File: config.mk
export PLATFORM = sky130hd
export DESIGN_NAME = bank_arbiter
export DESIGN_NICKNAME = d
export VERILOG_FILES = /design/src/rtl/arb_pkg.sv /design/src/rtl/arb_pick.sv /design/src/rtl/arb_rom_gate.sv /design/src/rtl/bank_arbiter.sv
export SDC_FILE = /design/constraint.sdc
export NUM_CORES = 1
export LEC_CHECK = 0
export BUFFER_PORTS_ARGS = -buffer_cell sky130_fd_sc_hd__buf_2
export CAP_MARGIN = 15
export CORE_AREA = 3 3 40 42
export DETAILED_ROUTE_END_ITERATION = 10
export DIE_AREA = 0 0 43 45
export MAX_ROUTING_LAYER = met4
export PLACE_DENSITY = 0.66
export SLEW_MARGIN = 30
export SYNTH_ARGS = -nofsm -noshare
export SYNTH_HDL_FRONTEND = slang
export SYNTH_SLANG_ARGS = --single-unit
File: constraint.sdc
create_clock -name clk -period 1.45 [get_ports clk]
set_input_delay 0.29 -clock clk [delete_from_list [all_inputs] [get_ports clk]]
set_output_delay 0.29 -clock clk [all_outputs]
set_load 0.005 [all_outputs]
File: src/rtl/arb_pkg.sv
package arb_pkg;

    typedef enum logic {
        ST_IDLE  = 1'b0,
        ST_OWNED = 1'b1
    } arb_state_e;

    // Channels alternate read/write per port: odd indices are writes.
    function automatic logic [63:0] odd_bits(input int n);
        logic [63:0] r;
        r = '0;
        for (int i = 0; i < 64; i++) begin
            if ((i % 2 == 1) && (i < n)) r[i] = 1'b1;
        end
        return r;
    endfunction

endpackage

File: src/rtl/arb_pick.sv
module arb_pick #(
    parameter int unsigned NCH = 4
) (
    input  logic [NCH-1:0] cand,
    output logic [NCH-1:0] win,
    output logic           any
);
    logic found;

    always_comb begin
        win   = '0;
        found = 1'b0;
        for (int i = 0; i < NCH; i++) begin
            if (cand[i] && !found) begin
                win[i] = 1'b1;
                found  = 1'b1;
            end
        end
    end

    assign any = |cand;

endmodule

File: src/rtl/arb_rom_gate.sv
module arb_rom_gate #(
    parameter int unsigned    NCH     = 4,
    parameter logic [NCH-1:0] WR_MASK = '0
) (
    input  logic           clk,
    input  logic           rst_n,
    input  logic           rom_mode,
    input  logic [NCH-1:0] req,
    output logic [NCH-1:0] eligible,
    output logic [NCH-1:0] err
);
    logic [NCH-1:0] blocked;

    assign blocked  = rom_mode ? WR_MASK : '0;
    assign eligible = req & ~blocked;

    always_ff @(posedge clk or negedge rst_n) begin
        if (!rst_n) err <= '0;
        else        err <= req & blocked;
    end

endmodule

File: src/rtl/bank_arbiter.sv
module bank_arbiter
    import arb_pkg::*;
#(
    parameter int unsigned NUM_PORTS = 2
) (
    input  logic                   clk,
    input  logic                   rst_n,
    input  logic                   rom_mode,
    input  logic [2*NUM_PORTS-1:0] req,
    input  logic [2*NUM_PORTS-1:0] urgent,
    input  logic [2*NUM_PORTS-1:0] last,
    output logic [2*NUM_PORTS-1:0] grant,
    output logic [2*NUM_PORTS-1:0] err
);
    localparam int unsigned    NCH     = 2 * NUM_PORTS;
    localparam logic [63:0]    WR_ALL  = odd_bits(NCH);
    localparam logic [NCH-1:0] WR_MASK = WR_ALL[NCH-1:0];

    arb_state_e     state, state_nx;
    logic [NCH-1:0] owner, owner_nx;
    logic [NCH-1:0] eligible;
    logic [NCH-1:0] win_u, win_n, winner;
    logic           any_u, any_n;

    arb_rom_gate #(.NCH(NCH), .WR_MASK(WR_MASK)) u_gate (
        .clk      (clk),
        .rst_n    (rst_n),
        .rom_mode (rom_mode),
        .req      (req),
        .eligible (eligible),
        .err      (err)
    );

    arb_pick #(.NCH(NCH)) u_pick_urgent (
        .cand (eligible & urgent),
        .win  (win_u),
        .any  (any_u)
    );

    arb_pick #(.NCH(NCH)) u_pick_base (
        .cand (eligible),
        .win  (win_n),
        .any  (any_n)
    );

    assign winner = any_u ? win_u : win_n;

    // State register
    always_ff @(posedge clk or negedge rst_n) begin
        if (!rst_n) begin
            state <= ST_IDLE;
            owner <= '0;
        end else begin
            state <= state_nx;
            owner <= owner_nx;
        end
    end

    // Transitions: win, wait, hold, release
    always_comb begin
        state_nx = state;
        owner_nx = owner;
        unique case (state)
            ST_IDLE: begin
                if (any_n) begin
                    state_nx = ST_OWNED;
                    owner_nx = winner;
                end
            end
            ST_OWNED: begin
                if (|(owner & last)) begin
                    state_nx = ST_IDLE;
                    owner_nx = '0;
                end
            end
            default: begin
                state_nx = ST_IDLE;
                owner_nx = '0;
            end
        endcase
    end

    // Outputs
    always_comb begin
        unique case (state)
            ST_OWNED: grant = owner;
            default:  grant = '0;
        endcase
    end

endmodule

==> results.ini <==
[timing]
fin_crit_sh = 0.9237
hold_viol = 0
setup_tns_ps = 0
rsz0062_at_grt = no
period_needed_ps = 1339
fin_skew_ps = 6.771
finalSetupViolations = 0
setup_ws_ps = 110.7
slew_violations = 0
clock.fmax_mhz = 746.7

[power]
ir_drop_mv = 0.3620
sw_frac_of_total = 0.3393
p_int_mw = 0.5019
power.leakage_nw = 0.2979
pwr-share-seq = 0.420
power_frac_comb = 0.354
power_switching_mw = 0.2577
pwr-share-clk = 0.226
powerDensity_nw_per_um2 = 1320

[clock_network]
cts_max_path_buffers = 2
cts.clk_slew.worst_paths_ps = 50
post-cts-setup-buffers = 0
htree_levels = 1
ctsResizeCount = 0
clock_latency_ps = 250
clock-root-buffer = clkbuf_4
cts_hold_buf = 1
numClockSinks = 7
cts_tree = built
cts_buffers = 3

[drt]
first_pass_iters = 6
ant_nets = 0
drc_errors = 0
post_drt_wl_per_cell_um = 11.86
via_count = 423
vias_per_cell = 4.976
drt_iter0_markers = 6
wirelength_um = 1008

[final_layout]
num-nets-final = 86
syn_to_final_growth_pct = 29.94
final_core_util = 0.4479
drive_gt1_frac = 0.4143
antennaDiodeCount = 0
n_fill_cell = 142

[yosys]
synthDominantCellAreaShare = 0.3955
avgSynthCellArea_sq_um = 9.424
synth-edff-count = 0
synth.area.top_cells = dfrtp_1, a22o_1, and2_1
netlist_top_cells_count = dfrtp_1, and2_1, nand2_1
synth_flop_cell = dfrtp_1
synth_warnings = 0
yosys.area.top_type = dfrtp_1
syn_inst = 47
synth_cell_types = 24
synthArstFlopShare = 1.000
synth_area_sq_um = 442.9
yosysSeqAreaShare = 0.3955
synth-seq-cells = 7
yosysMostFrequentCell = dfrtp_1

[floorplanning]
row_count = 13
die_width_um = 43
coreArea_sq_um = 1285
num_io_pins = 23
floorplan.initialDensity = 0.3447
dieArea_sq_um = 1935
die_y_um = 45

[hold_path]
min_from = urgent[0]
worstHoldEndpoint = owner[0]
min_path_type = input port to register
worstHoldPathCells = 3

[worst_setup_path]
worstPathRequired_ps = 1160
critPathLaunchType = register
reg2reg_from = owner[0]
critPathKind = register to primary output
cp.arrival_ps = 1050
cp_max_fo = 10
rrSetupSlack_ps = 240
end_kind = primary output
timing.rr.end = owner[1]
worstRegToRegCells = 4

[global_routing]
grt_pass1_wl_um = 1628
grt_pass1_vias = 406
grt_max_degree = 11
grt_use_total = 0.1140
overflow = 0
antenna_found_initial = 0

[placement]
port_buffers = 20
finalWeightedCongestion = 0.8562
place_hpwl_um = 837.4
pre_cts_ws_ps = 186.5

[run]
maxCapViolations = 0

[run_status]
outcome = completed

-- sequential cells by signal, summed over array words and instances, names as in the netlist --
signal,count
state,1
u_gate.err,2
owner,4
-- power by group through the flow --
| stage | registers, mW | clock network, mW | logic [mW] |
|---|---|---|---|
| global route | 0.330 | 0.189 | 0.302 |
| floorplan | 0.280 | 0 | 0.235 |
| CTS | 0.320 | 0.181 | 0.272 |
| finish | 0.319 | 0.172 | 0.269 |
| detailed placement | 0.323 | 0 | 0.269 |
| global placement | 0.322 | 0 | 0.266 |
-- cells by family (layout without fill, tap and decap cells) --
kind of cell / Yosys count / after routing / share of synthesized area
AND/OR/NAND/NOR: 19 / 19 / 0.2514
buffers and inverters: 4 / 26 / 0.06778
flip-flops: 7 / 7 / 0.3955
AO/OA/AOI/OAI: 16 / 16 / 0.2768
other: 1 / 2 / 0.008466
-- metal layers --
metal | part of all wire | track usage | up-vias
met5 | 0 | - | -
met4 | 0 | 0.07229 | 0
met3 | 0.062 | 0 | 0
met2 | 0.55 | 0.1916 | 15
met1 | 0.39 | 0.1376 | 197
li1 | - | - | 211
-- layout by cell type, fill, tap and decap left out --
cell type      synthesis  layout
and2_2                 2       2
clkbuf_1               0       1
nand3b_1               1       1
clkbuf_4               0       3
a21oi_1                3       3
dfrtp_1                7       7
buf_2                  0      20
conb_1                 1       2
nor2b_2                1       1
a22o_1                 3       3
nand2_1                4       4
a31o_1                 1       1
a21boi_0               1       1
o21ai_0                1       1
nand2b_1               2       2
nor3b_1                2       2
nor2_1                 2       2
nor3_1                 1       1
a32o_2                 1       1
dlygate4sd3_1          0       1
o21bai_1               1       1
a22oi_1                2       2
o2bb2ai_1              1       1
and2_1                 4       4
a21oi_2                2       2
inv_1                  1       1
-- worst max-delay path: stages (launching register included) --
cell and delay, ps:
dfrtp_1 480, and2_1 200, buf_2 120
-- metrics by stage --
| step | power (mW) | hold WS [ps] | instance area (sq um) | std cells |
|---|---|---|---|---|
| 2_1_floorplan | 0.5159 | -5.591 | 446.7 | 48 |
| 3_3_place_gp | 0.5881 | 126.0 | 539.3 | 80 |
| 3_5_place_dp | 0.5915 | 128.3 | 539.3 | 80 |
| 4_1_cts | 0.7727 | 300.8 | 575.6 | 85 |
| 5_1_grt | 0.8217 | 321.8 | 575.6 | 85 |
| 6_report | 0.7596 | 307.5 | 575.6 | 85 |
-- cell type report --
cell class                      count  area [sq um]  share of cell area
Timing Repair Buffer               21         110.1              0.1913
Inverter                            1         3.754            0.006522
Multi-Input combinational cell     37         241.5              0.4196
Clock buffer                        4         26.28             0.04565
Sequential cell                     7         175.2              0.3043
Tap cell                           15         18.77             0.03261
-- how the worst max path moves through the flow --
stage	start	end	slack (ps)	depth (start not counted)
floorplan	owner[0]	owner[1]	400	4
global placement	rom_mode	owner[3]	230	5
detailed placement	rom_mode	owner[1]	190	5
CTS	state	grant[2]	100	2
global route	state	grant[2]	50	2
finish	state	grant[2]	110	2
Power figures use the tool's default switching activity.
